`src/rtl/pswDivPkg.sv`:
```
`timescale 1ns/1ps
package pswDivPkg;

  // Strobes from control to datapath, valid for one fast cycle
  typedef struct packed {
    logic cntStep;    // prescaler period ends this cycle
    logic cycleWrap;  // whole division ends this cycle
    logic nextHigh;   // next prescaler period uses modulus P+1
  } divStrb_t;

endpackage

```
`src/rtl/pswCfgShadow.sv`:
```
`timescale 1ns/1ps
module pswCfgShadow #(
  parameter int MAIN_W   = 11,
  parameter int SWAL_W   = 7,
  parameter int MAIN_MIN = 3
) (
  input  logic              clk,
  input  logic              rstN,
  input  logic              loadStb,
  input  logic [MAIN_W-1:0] divMain,
  input  logic [SWAL_W-1:0] divSwallow,
  input  logic              modSel,
  output logic [MAIN_W-1:0] effMain,
  output logic [SWAL_W-1:0] effSwallow,
  output logic              effSw,
  output logic              effSwalNz,
  output logic              cfgErr
);

  localparam int PAD = MAIN_W - SWAL_W;

  logic [MAIN_W-1:0] shMain;
  logic [SWAL_W-1:0] shSwal;
  logic              shSw;
  logic [MAIN_W-1:0] swalWide;
  logic              mainLow;
  logic              swalBad;

  always_ff @(posedge clk or negedge rstN) begin
    if (!rstN) begin
      shMain <= MAIN_W'(MAIN_MIN);
      shSwal <= '0;
      shSw   <= 1'b1;
    end else if (loadStb) begin
      shMain <= divMain;
      shSwal <= divSwallow;
      shSw   <= modSel;
    end
  end

  always_comb begin
    swalWide   = {{PAD{1'b0}}, shSwal};
    mainLow    = shMain < MAIN_W'(MAIN_MIN);
    effMain    = mainLow ? MAIN_W'(MAIN_MIN) : shMain;
    swalBad    = swalWide >= effMain;
    effSwallow = swalBad ? '0 : shSwal;
    effSwalNz  = |effSwallow;
    effSw      = shSw;
    cfgErr     = mainLow | (swalWide >= shMain);
  end

endmodule

```
`src/rtl/pswControl.sv`:
```
`timescale 1ns/1ps
module pswControl
  import pswDivPkg::*;
(
  input  logic     clk,
  input  logic     rstN,
  input  logic     psZero,
  input  logic     mainLast,
  input  logic     swalMany,
  input  logic     effSwalNz,
  output divStrb_t strb,
  output logic     fpPulse
);

  always_comb begin
    strb.cntStep   = psZero;
    strb.cycleWrap = psZero & mainLast;
    // At a wrap the next period follows the fresh swallow count,
    // otherwise it stays long while more than one swallow remains
    strb.nextHigh  = strb.cycleWrap ? effSwalNz : swalMany;
  end

  always_ff @(posedge clk or negedge rstN) begin
    if (!rstN) fpPulse <= 1'b0;
    else       fpPulse <= strb.cycleWrap;
  end

endmodule

```
`src/rtl/pswDatapath.sv`:
```
`timescale 1ns/1ps
module pswDatapath
  import pswDivPkg::*;
#(
  parameter int MAIN_W   = 11,
  parameter int SWAL_W   = 7,
  parameter int MAIN_MIN = 3,
  parameter int PRE_LO   = 64,
  parameter int PRE_HI   = 128
) (
  input  logic              clk,
  input  logic              rstN,
  input  divStrb_t          strb,
  input  logic [MAIN_W-1:0] effMain,
  input  logic [SWAL_W-1:0] effSwallow,
  input  logic              effSw,
  output logic              psZero,
  output logic              mainLast,
  output logic              swalMany
);

  localparam int PS_W = $clog2(PRE_HI + 1);
  localparam logic [PS_W-1:0] LO_LOAD = PS_W'(PRE_LO - 1);
  localparam logic [PS_W-1:0] HI_LOAD = PS_W'(PRE_HI - 1);

  logic [PS_W-1:0]   psCnt;
  logic [MAIN_W-1:0] mainCnt;
  logic [SWAL_W-1:0] swalCnt;
  logic              actSw;
  logic              useSw;
  logic [PS_W-1:0]   psReload;

  always_comb begin
    useSw    = strb.cycleWrap ? effSw : actSw;
    psReload = (useSw ? LO_LOAD : HI_LOAD) + PS_W'(strb.nextHigh);
    psZero   = psCnt == '0;
    mainLast = mainCnt == MAIN_W'(1);
    swalMany = swalCnt > SWAL_W'(1);
  end

  // Behavioural dual-modulus prescaler: one period is psReload+1 cycles
  always_ff @(posedge clk or negedge rstN) begin
    if (!rstN)             psCnt <= LO_LOAD;
    else if (strb.cntStep) psCnt <= psReload;
    else                   psCnt <= psCnt - PS_W'(1);
  end

  // Main and swallow counters advance once per prescaler period
  always_ff @(posedge clk or negedge rstN) begin
    if (!rstN) begin
      mainCnt <= MAIN_W'(MAIN_MIN);
      swalCnt <= '0;
      actSw   <= 1'b1;
    end else if (strb.cycleWrap) begin
      mainCnt <= effMain;
      swalCnt <= effSwallow;
      actSw   <= effSw;
    end else if (strb.cntStep) begin
      mainCnt <= mainCnt - MAIN_W'(1);
      if (swalCnt != '0) swalCnt <= swalCnt - SWAL_W'(1);
    end
  end

endmodule

```
`src/rtl/pswFeedbackDivider.sv`:
```
`timescale 1ns/1ps
module pswFeedbackDivider
  import pswDivPkg::*;
#(
  parameter int MAIN_W   = 11,
  parameter int SWAL_W   = 7,
  parameter int MAIN_MIN = 3,
  parameter int PRE_LO   = 64,
  parameter int PRE_HI   = 128
) (
  input  logic              clk,
  input  logic              rstN,
  input  logic              loadStb,
  input  logic [MAIN_W-1:0] divMain,
  input  logic [SWAL_W-1:0] divSwallow,
  input  logic              modSel,
  output logic              fpPulse,
  output logic              cfgErr
);

  divStrb_t          strb;
  logic [MAIN_W-1:0] effMain;
  logic [SWAL_W-1:0] effSwallow;
  logic              effSw;
  logic              effSwalNz;
  logic              psZero;
  logic              mainLast;
  logic              swalMany;

  pswCfgShadow #(.MAIN_W(MAIN_W), .SWAL_W(SWAL_W), .MAIN_MIN(MAIN_MIN)) u_cfg (
    .clk(clk), .rstN(rstN), .loadStb(loadStb), .divMain(divMain),
    .divSwallow(divSwallow), .modSel(modSel), .effMain(effMain),
    .effSwallow(effSwallow), .effSw(effSw), .effSwalNz(effSwalNz),
    .cfgErr(cfgErr)
  );

  pswControl u_ctl (
    .clk(clk), .rstN(rstN), .psZero(psZero), .mainLast(mainLast),
    .swalMany(swalMany), .effSwalNz(effSwalNz), .strb(strb), .fpPulse(fpPulse)
  );

  pswDatapath #(.MAIN_W(MAIN_W), .SWAL_W(SWAL_W), .MAIN_MIN(MAIN_MIN),
                .PRE_LO(PRE_LO), .PRE_HI(PRE_HI)) u_dp (
    .clk(clk), .rstN(rstN), .strb(strb), .effMain(effMain),
    .effSwallow(effSwallow), .effSw(effSw), .psZero(psZero),
    .mainLast(mainLast), .swalMany(swalMany)
  );

endmodule

```
`config.mk`:
```
export PLATFORM = sky130hd
export DESIGN_NAME = pswFeedbackDivider
export DESIGN_NICKNAME = d
export VERILOG_FILES = /design/src/rtl/pswDivPkg.sv /design/src/rtl/pswCfgShadow.sv /design/src/rtl/pswControl.sv /design/src/rtl/pswDatapath.sv /design/src/rtl/pswFeedbackDivider.sv
export SDC_FILE = /design/constraint.sdc
export NUM_CORES = 1
export LEC_CHECK = 0
export BUFFER_PORTS_ARGS = -buffer_cell sky130_fd_sc_hd__clkbuf_2
export CAP_MARGIN = 10
export CORE_MARGIN = 2
export CORE_UTILIZATION = 45
export CTS_CLUSTER_SIZE = 28
export DETAILED_ROUTE_END_ITERATION = 10
export PLACE_DENSITY = 0.7
export SYNTH_ARGS = -nofsm -noshare
export SYNTH_HDL_FRONTEND = slang
export SYNTH_SLANG_ARGS = --single-unit
export TNS_END_PERCENT = 10
```
`constraint.sdc`:
```
create_clock -name clk -period 3.3 [get_ports clk]
set_input_delay 0.99 -clock clk [delete_from_list [all_inputs] [get_ports clk]]
set_output_delay 0.99 -clock clk [all_outputs]
set_load 0.01 [all_outputs]
```
==> Word-level counts from Yosys, hierarchy flattened <==
Index checks and enable logic that the tools add are counted.
Widths: inputs -> output; s select.
{ "word_totals": {"ff_bits": 47, "latchBits": 0, "mem_bits_rw": 0, "rom_bits": 0, "input_bits": 22, "output_inout_bits": 2, "wordCells": 36, "mem_count": 0} }
{ "classes": {"addsub": 4, "n_mul": 0, "div_mod_pow": 0, "n_lt_le_gt_ge": 4, "n_eq_ne": 1, "shifts": 0, "n_mux": 11, "bitwise": 2, "n_reduce_logical": 6} }
{ "op_table": {"columns": ["cell", "count"], "rows": [
  ["$mux 7", 5],
  ["$mux 11", 3],
  ["$ge 7x11->1", 2],
  ["$eq 11x1->1 const B", 1],
  ["$lt 11x2->1 const B", 1],
  ["$sub 11x1->11 const B", 1],
  ["$add 8x1->8", 1],
  ["$logic_not 8->1", 1],
  ["$mux 8", 1],
  ["$sub 8x1->8 const B", 1],
  ["$gt 7x1->1 const B", 1],
  ["$reduce_bool 7->1", 1],
  ["$reduce_or 7->1", 1],
  ["$sub 7x1->7 const B", 1],
  ["$reduce_bool 2->1", 2],
  ["$mux 1", 2],
  ["$reduce_and 2->1", 1],
  ["$and 1x1->1", 1],
  ["$or 1x1->1", 1]
]} }

==> Longest topological paths before layout <==
Gate-level depths: netlist (run 1).
{ "logic_depth": {"ltp_word": 8, "ltp_mapped": 12, "ltp_nobuf": 12} }

==> By module <==
Synthesis (run 1) repeated with hierarchy kept, for this count alone.
{ "unflattened": {"cells_unflattened": 291, "hier_area_um2": 2827.7} }
{ "modules_own_cells": {"columns": ["mod", "instances", "cells_each", "area_each_um2", "seq_area_each_um2"], "rows": [
  ["pswDatapath", 1, 164, 1577.8, 686.9],
  ["pswCfgShadow", 1, 123, 1193.6, 479.2],
  ["pswControl", 1, 4, 56.3, 25.0]
]} }

==> Worst setup path after synthesis (run 1) <==
OpenSTA, ideal clock, no wires.
{ "synth_path": {"path_kind": "register -> register", "from": "reg u_cfg.shMain[10]", "to": "reg u_dp.psCnt[6]", "setup_time_ns": 0.136, "arrival_ns": 2.919, "required_time_ns": 3.164, "path_slack_ns": 0.245, "stages_incl_launch_ff": 13, "n_path_buf": 0, "period_less_slack_ns": 3.055, "cell_sequence": "dfrtp_1 > or4_1 > nor4b_2 > or2_2 > ha_1 > nand2b_1 > a211oi_1 > o311a_1 > o211a_4 > o21bai_1 > ha_1 > o21ai_0 > a21oi_1"} }
{ "synth_via": {"elab_chain_cells": 8} }
{ "synth_rtl": {"columns": ["element", "line", "text"], "rows": [
  ["start: declaration", "pswCfgShadow.sv:22", "logic [MAIN_W-1:0] shMain;"],
  ["start signal: assignment", "pswCfgShadow.sv:31", "shMain <= MAIN_W'(MAIN_MIN);"],
  ["start signal: assignment", "pswCfgShadow.sv:35", "shMain <= divMain;"],
  ["$lt 11x2->1", "pswCfgShadow.sv:43", "mainLow = shMain < MAIN_W'(MAIN_MIN);"],
  ["$mux 11 *", "pswCfgShadow.sv:44", "effMain = mainLow ? MAIN_W'(MAIN_MIN) : shMain;"],
  ["$ge 7x11->1 *", "pswCfgShadow.sv:45", "swalBad = swalWide >= effMain;"],
  ["$mux 7 *", "pswCfgShadow.sv:46", "effSwallow = swalBad ? '0 : shSwal;"],
  ["$reduce_or 7->1 *", "pswCfgShadow.sv:47", "effSwalNz = |effSwallow;"],
  ["$mux 1 *", "pswControl.sv:20", "strb.nextHigh = strb.cycleWrap ? effSwalNz : swalMany;"],
  ["$add 8x1->8 *", "pswDatapath.sv:35", "psReload = (useSw ? LO_LOAD : HI_LOAD) + PS_W'(strb.nextHigh);"],
  ["$mux 8 *", "pswDatapath.sv:44", "else if (strb.cntStep) psCnt <= psReload;"],
  ["end signal: assignment", "pswDatapath.sv:44", null],
  ["end signal: assignment", "pswDatapath.sv:45", "else psCnt <= psCnt - PS_W'(1);"],
  ["end: declaration", "pswDatapath.sv:26", "logic [PS_W-1:0] psCnt;"]
]} }
Every way passes the cells marked *; elsewhere a longest branch is shown, timed or not.
A chain may end at the register's enable or synchronous reset.

==> Worst setup path in the final report (run 1) <==
Ends and elaborated chain as after synthesis.

==> results of run 1 <==
==> repair_timing <==
| action | in CTS | in global routing |
|---|---|---|
| hold endpoints to repair | 0 | 0 |
| buffers inserted | 0 | 3 |
| resized for setup | 0 | 4 |
| endpoints found under the setup margin | 0 | 1 |
==> sequential cells by signal, indices dropped and copies added (netlist names) <==
signal,cells
u_dp.psCnt,8
u_dp.actSw,1
u_cfg.shSwal,7
u_cfg.effSw,1
u_dp.mainCnt,11
u_ctl.fpPulse,1
u_cfg.shMain,11
u_dp.swalCnt,7
==> through the flow <==
step | std cells | hold slack [ps]
after global routing | 382 | 565
after global placement | 371 | 511
after detailed placement | 371 | 527
final | 382 | 540
after floorplan | 277 | 494
after CTS | 379 | 539
==> where the power goes <==
group | switching [W] | internal [W] | leakage, nW
Clock | 0.000200 | 0.000302 | 0.0644
Combinational | 0.0000712 | 0.0000700 | 0.804
Sequential | 0.0000302 | 0.000601 | 0.528
==> cells by family after synthesis <==
family,share of synthesized area [%]
AOI/OAI and AO/OA,18.0
buffers and inverters,5.88
DFF,43.0
and+or+nand+nor,14.7
xor gates and xnor gates,2.53
muxes,6.33
adders and majority gates,9.49
==> how the worst max path moves through the flow <==
| stage | start | end | slack [ps] |
|---|---|---|---|
| 2_1_floorplan | u_cfg.shMain[10] | u_dp.psCnt[6] | 240 |
| 3_3_place_gp | u_cfg.shMain[10] | u_dp.psCnt[6] | 140 |
| 3_5_place_dp | u_cfg.shMain[10] | u_dp.psCnt[6] | 40 |
| 4_1_cts | u_cfg.shMain[10] | u_dp.psCnt[6] | 0.2 |
| 5_1_grt | u_cfg.shMain[10] | u_dp.psCnt[6] | 20 |
| 6_report | u_cfg.shMain[10] | u_dp.psCnt[6] | 90 |
==> synth_stat cells (3+ instances only) <==
cell | number | area [µm²]
o22ai_1 | 5 | 31.3
nor2_1 | 12 | 45.0
nand3_1 | 6 | 30.0
nor3_1 | 8 | 40.0
nor4_1 | 4 | 25.0
a31o_1 | 6 | 52.6
ha_1 | 21 | 263
xnor2_1 | 5 | 43.8
a21oi_1 | 9 | 45.0
dfrtp_1 | 35 | 876
xor2_1 | 3 | 26.3
o21ai_0 | 15 | 75.1
o311ai_1 | 3 | 26.3
inv_1 | 26 | 97.6
o21ai_1 | 8 | 40.0
a22oi_1 | 3 | 22.5
clkbuf_1 | 7 | 26.3
a211oi_1 | 7 | 52.6
nand2_1 | 25 | 93.8
dfstp_2 | 12 | 315
mux2_2 | 12 | 135
a21o_1 | 3 | 22.5
mux2i_1 | 4 | 40.0
==> per-layer routing <==
layer  share of wire [%]  vias up
li1                    -     1053
met1                  47     1041
met2                  47       55
met3                 4.9        6
met4                 1.1        0
met5                   0        -
==> final cells by class <==
cell class	instances	area, µm²
fillers	534	2780
inverters	27	106
repair buffers	32	183
clock buffers	5	68.8
clock inverters	3	67.6
flip-flops and latches	47	1190
well taps	75	93.8
multi-input cells	193	1430
==> worst max-delay path, cell delays in order, from the launching register on <==
cell and delay, ps:
dfrtp_1 410, or4_4 570, nor4b_4 340, or2_4 170, ha_1 110, nand2b_1 120
a211oi_2 70, o311a_1 370, o211a_4 260, o21bai_1 150, ha_1 260, o21ai_0 170
a21oi_1 90
==> impl_metrics.env, run 1 <==
export IMPL_dpl_instance_area_um2=2970
export IMPL_drc=0
export IMPL_clk_latency_ps=300
export IMPL_use_met2_pct=29.4
export IMPL_grt_usage_pct=18.9
export IMPL_dr_pass1_iters=4
export IMPL_cts_buffers=5
export IMPL_use_met3_pct=3.26
export IMPL_antenna_found_initial=0
export IMPL_worstMarginPinSlew_ps=955
export IMPL_async_flop_share_pct=100
export IMPL_grtUsageMet1_pct=27.4
export IMPL_ys_seq_area_share_pct=43.0
export IMPL_portBuffers=23
export IMPL_crit_fanout=3
export IMPL_cts_hold_buf=0
export IMPL_ant_nets=0
export IMPL_grt_start_max_net_pins=41
export IMPL_worst_slack_ps=89.9
export IMPL_setup_violations=0
export IMPL_rows=28
export IMPL_grt_busiest_layer="met2"
export IMPL_fin_crit_sh_pct=97.3
export IMPL_min_path_cells=2
export IMPL_vias_per_cell=5.64
export IMPL_fp_dieArea_um2=6790
export IMPL_synthesis_area_um2=2770
export IMPL_drv_cap=0
export IMPL_routedWlPerCell_um=14.9
export IMPL_vdd_ir_drop_max_mv=0.318
export IMPL_finalPower_w=0.00127
export IMPL_powerDensity_nw_per_um2=405
export IMPL_pre_cts_slack_ps=41.9
export IMPL_htreeDepth=2
export IMPL_dieHeight_um=82.4
export IMPL_r2r_end="u_dp.psCnt[6]"
export IMPL_critPathKind="reg -> reg"
export IMPL_ys_types=52
export IMPL_drt_iter0_drc=80
export IMPL_r2r_cells=12
export IMPL_critPathCaptureType="register"
export IMPL_finClkSkew_ps=7.03
export IMPL_status="complete, no violations"
export IMPL_antennaDiodeCount=0
export IMPL_clkTransAtPathRegs_ps=90
export IMPL_cts_path_max_buffers=2
export IMPL_fin_nets=349
export IMPL_core_area_um2=5920
export IMPL_initial_utilization_pct=46.7
export IMPL_dominantRegCellSynth="dfrtp_1"
export IMPL_synth_area_per_cell_um2=9.99
export IMPL_synth_warning_count=0
export IMPL_synth_edff_count=0
export IMPL_cp_arrival_ps=3390
export IMPL_grt_ovfl_total=0
export IMPL_tns_ps=0
export IMPL_syn_nets=320
export IMPL_worstSetupStartpointType="register"
export IMPL_root_buffer="clkbuf_8"
export IMPL_min_from="u_dp.mainCnt[1]"
export IMPL_rsz0062_at_grt="no"
export IMPL_fp_dieW_um=82.4
export IMPL_clkSinkCount=47
export IMPL_r2r_slack_ps=90
export IMPL_syn_to_final_growth_pct=13.6
export IMPL_hpwl_um=4120
export IMPL_postLayoutCellArea_um2=3140
export IMPL_min_path_type="reg -> reg"
export IMPL_synthCells=277
export IMPL_slew_viol_final=0
export IMPL_finalWirelength_um=5670
export IMPL_mostFrequentLayoutCells="dfrtp_1 (35), inv_1 (26), nand2_1 (25)"
export IMPL_finalHoldViolCount=0
export IMPL_hold_end="u_dp.mainCnt[1]"
export IMPL_layout_drive_gt1_share_pct=24.4
export IMPL_slew_headroom_pct=36.3
export IMPL_layout_commonest_cell="dfrtp_1"
export IMPL_min_period_ps=3210
export IMPL_timing_rr_start="u_cfg.shMain[10]"
export IMPL_gp_congestion=0.842
export IMPL_synth_seq_cells=47
export IMPL_p_leak_nw=1.40
export IMPL_final_core_util_pct=53.1
export IMPL_grt_pass1_wl_um=9750
export IMPL_cts_tree="done"
export IMPL_vias=2155
export IMPL_grt_pass1_vias=2018
export IMPL_required_ps=3480
export IMPL_ios=24
export IMPL_fmaxAchievable_mhz=312
Power figures use the tool's default switching activity.
==> inputs of run 2 (changes only) <==
--- a/config.mk
+++ b/config.mk
@@ -9,9 +9,9 @@
 export CAP_MARGIN = 10
 export CORE_MARGIN = 2
 export CORE_UTILIZATION = 45
-export CTS_CLUSTER_SIZE = 28
+export CTS_CLUSTER_SIZE = 24
 export DETAILED_ROUTE_END_ITERATION = 10
-export PLACE_DENSITY = 0.7
+export PLACE_DENSITY_LB_ADDON = 0.1
 export SYNTH_ARGS = -nofsm -noshare
 export SYNTH_HDL_FRONTEND = slang
 export SYNTH_SLANG_ARGS = --single-unit
==> impl_metrics.env, run 2 (synthesis gave the netlist of run 1 again) <==
export IMPL_status="complete, no violations"
export IMPL_slew_viol_final=0
export IMPL_path_common_cell="ha_1"
export IMPL_htreeDepth=2
export IMPL_grt_pass1_vias=2134
export IMPL_antennaDiodeCount=0
export IMPL_antenna_found_initial=0
export IMPL_routedWlPerCell_um=15.4
export IMPL_cp_arrival_ps=3350
export IMPL_clkSinkCount=47
export IMPL_grt_pass1_wl_um=10100
export IMPL_cts_buffers=5
export IMPL_fin_nets=352
export IMPL_ant_nets=0
export IMPL_pre_cts_slack_ps=127
export IMPL_drc=0
export IMPL_drv_cap=0
export IMPL_finalHoldViolCount=0
export IMPL_min_period_ps=3170
export IMPL_fin_hold_ws_ps=538
export IMPL_critPathKind="reg -> reg"
export IMPL_finClkSkew_ps=9.45
export IMPL_vias=2134
export IMPL_initial_utilization_pct=46.7
export IMPL_fmaxAchievable_mhz=316
export IMPL_p_leak_nw=1.40
export IMPL_powerDensity_nw_per_um2=372
export IMPL_slew_headroom_pct=53.3
export IMPL_vias_per_cell=5.54
export IMPL_grt_ovfl_total=0
export IMPL_fp_dieArea_um2=6790
export IMPL_worstSetupStartpointType="register"
export IMPL_gp_congestion=0.776
export IMPL_worst_slack_ps=132
export IMPL_finalWirelength_um=5910
export IMPL_fin_crit_sh_pct=96.0
export IMPL_min_from="u_cfg.shSwal[0]"
export IMPL_min_path_type="reg -> reg"
export IMPL_cts_tree="done"
export IMPL_instances_no_fill=385
export IMPL_slowest_stage="or4_4"
export IMPL_layout_commonest_cell="dfrtp_1"
export IMPL_largestRegisters="u_cfg.shMain: 11 flops, u_dp.mainCnt: 11 flops, u_dp.psCnt: 8 flops"
export IMPL_setup_violations=0
export IMPL_portBuffers=23
export IMPL_postLayoutCellArea_um2=3130
export IMPL_ios=24
export IMPL_vdd_ir_drop_max_mv=0.196
export IMPL_rows=28
export IMPL_clk_latency_ps=300
export IMPL_crit_fanout=3
export IMPL_clkTransAtPathRegs_ps=90
export IMPL_required_ps=3480
export IMPL_cp_startpoint="u_cfg.shMain[8]"
export IMPL_place_inst=371
export IMPL_dr_pass1_iters=4
export IMPL_syn_to_final_growth_pct=13.2
export IMPL_grt_start_max_net_pins=35
export IMPL_crit_chain="or4_4, nor4b_4, buf_4, nor2_1, ha_1, a211oi_2, o311a_1, o211a_4, o21bai_1, ha_1, o21ai_1, a21oi_1"
export IMPL_layout_drive_gt1_share_pct=25.2
export IMPL_drt_iter0_drc=78
export IMPL_fp_dieW_um=82.4
export IMPL_finalPower_w=0.00117
export IMPL_max_stage_delay_ps=570
export IMPL_timing_rr_start="u_cfg.shMain[8]"
export IMPL_core_area_um2=5920
export IMPL_cts_path_max_buffers=2
export IMPL_grt_usage_pct=19.9
export IMPL_dieHeight_um=82.4
export IMPL_hpwl_um=4250
export IMPL_critPathCaptureType="register"
export IMPL_mostFrequentLayoutCells="dfrtp_1 (35), inv_1 (26), nand2_1 (25)"
export IMPL_fillCellCount=557
export IMPL_root_buffer="clkbuf_8"
export IMPL_cts_hold_buf=0
export IMPL_dpl_instance_area_um2=2970
export IMPL_worstMarginPinSlew_ps=693
run 2: through the flow:
step                      TNS [ps]  utilization (%)
final                            0             52.9
after global routing         -24.5             52.9
after CTS                        0             51.8
after detailed placement         0             50.1
after global placement           0             50.1
after floorplan                  0                -
run 2: metal layers:
layer  share of wire, %  GRT usage (%)  vias up  routed length, µm
li1                   -              -     1057                  -
met1                 49           27.2     1046               2910
met2                 47           32.4       27               2810
met3                2.5           2.72        4                149
met4               0.74           6.50        0                 44
met5                  0              0        -                  0
run 2: critical path, delay by kind of cell, from the launching register on:
family,cells,cell delay [ps]
compound gates,6,1050
fa+ha+maj,2,550
buf+inv,1,150
flops,1,390
simple gates,3,900
run 2: worst paths after layout:
path / to / depth (start not counted) / slack [ps]
worst max-delay path: u_dp.psCnt[6] / 12 / 130
worst min-delay path: u_dp.swalCnt[0] / 1 / 540
min in group asynchronous: u_ctl.fpPulse / 1 / 580
worst max register to register: u_dp.psCnt[6] / 12 / 130
max in group asynchronous: u_cfg.shMain[0] / 2 / 1920
worst min register to register: u_dp.swalCnt[0] / 1 / 540
run 2: timing repair:
action	4_1_cts	5_1_grt
gates resized for setup	0	4
setup endpoints to repair	0	1
buffers inserted	0	6
run 2: cell type report:
type                    instances  area (µm²)  area share (%)
clock buffers                   7        96.3            3.08
clock inverters                 1        7.51           0.240
inverters                      27         106            3.40
multi-input cells             193        1430            45.7
flip-flops and latches         47        1190            38.0
well taps                      75        93.8            3.00
repair buffers                 35         205            6.55
run 2: where the power goes:
group          leakage [nW]  internal [W]  switching [W]  total [W]
clock                0.0505      0.000191       0.000199   0.000390
sequential            0.528      0.000601      0.0000294   0.000631
combinational         0.818     0.0000738      0.0000719   0.000146
total                  1.40      0.000866       0.000301    0.00117
==> inputs of run 3 (changes only) <==
--- a/config.mk
+++ b/config.mk
@@ -12,7 +12,9 @@
 export CTS_CLUSTER_SIZE = 24
 export DETAILED_ROUTE_END_ITERATION = 10
 export PLACE_DENSITY_LB_ADDON = 0.1
+export RECOVER_POWER = 25
 export SYNTH_ARGS = -nofsm -noshare
 export SYNTH_HDL_FRONTEND = slang
+export SYNTH_HIERARCHICAL = 1
 export SYNTH_SLANG_ARGS = --single-unit
 export TNS_END_PERCENT = 10
==> constraint.sdc (replaced) <==
create_clock -name clk -period 3.3 [get_ports clk]
set_input_delay 0.165 -clock clk [delete_from_list [all_inputs] [get_ports clk]]
set_output_delay 0.165 -clock clk [all_outputs]
set_load 0.01 [all_outputs]
==> impl_metrics.env, run 3 <==
export IMPL_violations="capacitance limit, slew limit"
export IMPL_layout_commonest_cell="dfrtp_1"
export IMPL_p_sw_share_pct=25.5
export IMPL_slowest_stage="dfrtp_1"
export IMPL_async_flop_share_pct=100
export IMPL_vias=2001
export IMPL_tns_ps=0
export IMPL_fp_dieArea_um2=6930
export IMPL_vias_per_cell=5.22
export IMPL_rows=28
export IMPL_synth_seq_cells=47
export IMPL_netlist_area_leader_share_pct=31.0
export IMPL_cts_tree="done"
export IMPL_grt_pass1_wl_um=9790
export IMPL_crit_fanout=8
export IMPL_clkTransAtPathRegs_ps=90
export IMPL_grt_usage_pct=17.1
export IMPL_fp_dieW_um=83.3
export IMPL_dpl_instance_area_um2=2980
export IMPL_critPathTopFamily="simple AND/OR/NAND/NOR gates"
export IMPL_slew_viol_final=30
export IMPL_synthCells=291
export IMPL_syn_nets=335
export IMPL_synth_top_family_by_area="simple AND/OR/NAND/NOR gates"
export IMPL_ant_nets=0
export IMPL_path_common_cell="ha_1"
export IMPL_cp_arrival_ps=2830
export IMPL_postLayoutCellArea_um2=3090
export IMPL_cts_buffers=5
export IMPL_drv_cap=1
export IMPL_place_inst=374
export IMPL_drc=0
export IMPL_grt_ovfl_total=0
export IMPL_ys_types=55
export IMPL_synthesis_area_um2=2830
export IMPL_finalWirelength_um=5420
export IMPL_required_ps=3480
export IMPL_synthTopCellsByArea="dfrtp_1 (31%), dfstp_2 (11%), ha_1 (9.7%)"
export IMPL_layout_drive_gt1_share_pct=22.4
export IMPL_mostFrequentLayoutCells="dfrtp_1 (35), nand2_1 (34), inv_1 (23)"
export IMPL_register_area_um2=1190
export IMPL_powerDensity_nw_per_um2=374
export IMPL_synth_warning_count=6
export IMPL_yosysTopAreaCell="dfrtp_1"
export IMPL_grt_start_max_net_pins=39
export IMPL_instances_no_fill=383
export IMPL_p_leak_nw=1.35
export IMPL_antennaDiodeCount=0
export IMPL_cts_path_max_buffers=2
export IMPL_critPathCaptureType="register"
export IMPL_max_stage_delay_ps=400
export IMPL_core_area_um2=5990
export IMPL_setup_violations=0
export IMPL_vdd_ir_drop_max_mv=0.169
export IMPL_fillCellCount=573
export IMPL_grt_pass1_vias=2016
export IMPL_min_period_ps=2650
export IMPL_finClkSkew_ps=8.67
export IMPL_min_path_type="in -> reg"
export IMPL_finalHoldViolCount=0
export IMPL_ios=24
export IMPL_power_switching_w=0.000295
export IMPL_synth_simple_area_share_pct=17.3
export IMPL_hpwl_um=3960
export IMPL_worstSetupStartpointType="register"
export IMPL_synth_compound_area_share_pct=13.7
export IMPL_rsz0062_at_grt="no"
export IMPL_fmaxAchievable_mhz=378
export IMPL_worstMarginPinSlew_ps=1550
export IMPL_slew_headroom_pct=-3.62
export IMPL_dieHeight_um=83.3
export IMPL_drt_iter0_drc=85
export IMPL_synthAdderAreaFrac_pct=9.73
export IMPL_synth_mux_area_fraction_pct=6.02
export IMPL_clk_latency_ps=300
export IMPL_multiInputGateArea_um2=1460
export IMPL_power_frac_comb_pct=12.7
export IMPL_crit_buf_inv=0
export IMPL_routedWlPerCell_um=14.1
export IMPL_fin_crit_sh_pct=80.2
export IMPL_critPathKind="reg -> reg"
export IMPL_ys_seq_area_share_pct=42.1
export IMPL_fin_nets=351
export IMPL_largestRegisters="u_cfg/shMain: 11 flops, u_dp/mainCnt: 11 flops, u_dp/psCnt: 8 flops"
export IMPL_crit_chain="nor3_1, and3_1, or2_2, ha_1, nand2b_1, a31oi_1, o21ai_2, a21oi_1, mux2_4, ha_1, nand2_1, o21ai_0"
export IMPL_syn_to_final_growth_pct=9.25
export IMPL_seq_power_share_pct=54.4
export IMPL_htreeDepth=2
export IMPL_netlist_top_cells_count="dfrtp_1 (35), nand2_1 (34), inv_1 (23)"
export IMPL_initial_utilization_pct=47.2
export IMPL_cellInternalPower_w=0.000862
export IMPL_dr_pass1_iters=4
export IMPL_dominantRegCellSynth="dfrtp_1"
export IMPL_synth_area_per_cell_um2=9.72
export IMPL_power_frac_clock_pct=32.9
export IMPL_synth_xor_xnor_area_share_pct=4.96
export IMPL_gp_congestion=0.779
export IMPL_synth_edff_count=0
export IMPL_antenna_found_initial=0
export IMPL_portBuffers=23
export IMPL_status="finished with violations"
export IMPL_root_buffer="clkbuf_8"
export IMPL_clkSinkCount=47
export IMPL_synth_most_common_cell="dfrtp_1"
## run 3: power groups by stage
stage,clock [W],combinational (W),sequential (W)
final,0.000380,0.000147,0.000629
after global routing,0.000416,0.000174,0.000635
after global placement,0,0.000146,0.000639
after CTS,0.000400,0.000150,0.000630
after floorplan,0,0.000108,0.000630
after detailed placement,0,0.000147,0.000641
## run 3: metal layers
layer / up-vias / share of wire [%] / track usage, %
met3: 5 / 3.2 / 3.18
li1: 1027 / - / -
met5: - / 0 / 0
met4: 0 / 1.0 / 3.58
met1: 938 / 51 / 24.7
met2: 31 / 45 / 26.8
## run 3: area by class of cell
type                    count  share of cell area (%)
repair buffers             28                    4.90
multi-input cells         201                    47.3
well taps                  75                    3.04
inverters                  24                    2.92
clock buffers               8                    3.24
flip-flops and latches     47                    38.6
## run 3: what timing repair did
| action | 4_1_cts | 5_1_grt |
|---|---|---|
| setup buffers | 0 | 0 |
| gates resized for setup | 0 | 0 |
| hold endpoints to repair | 25 | 0 |
| hold buffers | 1 | 0 |
## run 3: per-stage QoR
stage	total power (W)	util, %	setup slack (ps)	hold WS [ps]
finish	0.00116	51.6	652	62.1
global route	0.00123	51.6	391	68.7
CTS	0.00118	51.6	622	46.4
detailed placement	0.000788	49.8	653	262
global placement	0.000785	49.8	740	271
floorplan	0.000738	-	857	-131
## run 3: final timing paths
kind | startpoint | endpoint | slack [ps] | depth (start not counted)
max in group asynchronous | rstN | u_dp/mainCnt[1] | 1450 | 3
max | u_cfg/shMain[5] | u_dp/psCnt[6] | 650 | 12
min | divMain[1] | u_cfg/shMain[1] | 60 | 3
max reg2reg | u_cfg/shMain[5] | u_dp/psCnt[6] | 650 | 12
min reg2reg | u_cfg/shMain[1] | u_cfg/shMain[1] | 550 | 2
min in group asynchronous | rstN | u_cfg/shMain[7] | 780 | 2
## run 3: cell families (layout without fill, tap and decap cells)
family	count (synthesis)	after routing
AOI/OAI and AO/OA	62	62
muxes	15	15
xor gates and xnor gates	16	16
and+or+nand+nor	86	86
adders and majority gates	22	22
DFF	47	47
buffers and inverters	43	60
## run 3: tightest hold or removal path: cells and delay by family
family	cells	cell delay, ps
and+or+nand+nor	1	50
AOI/OAI and AO/OA	1	70
buffers and inverters	1	80
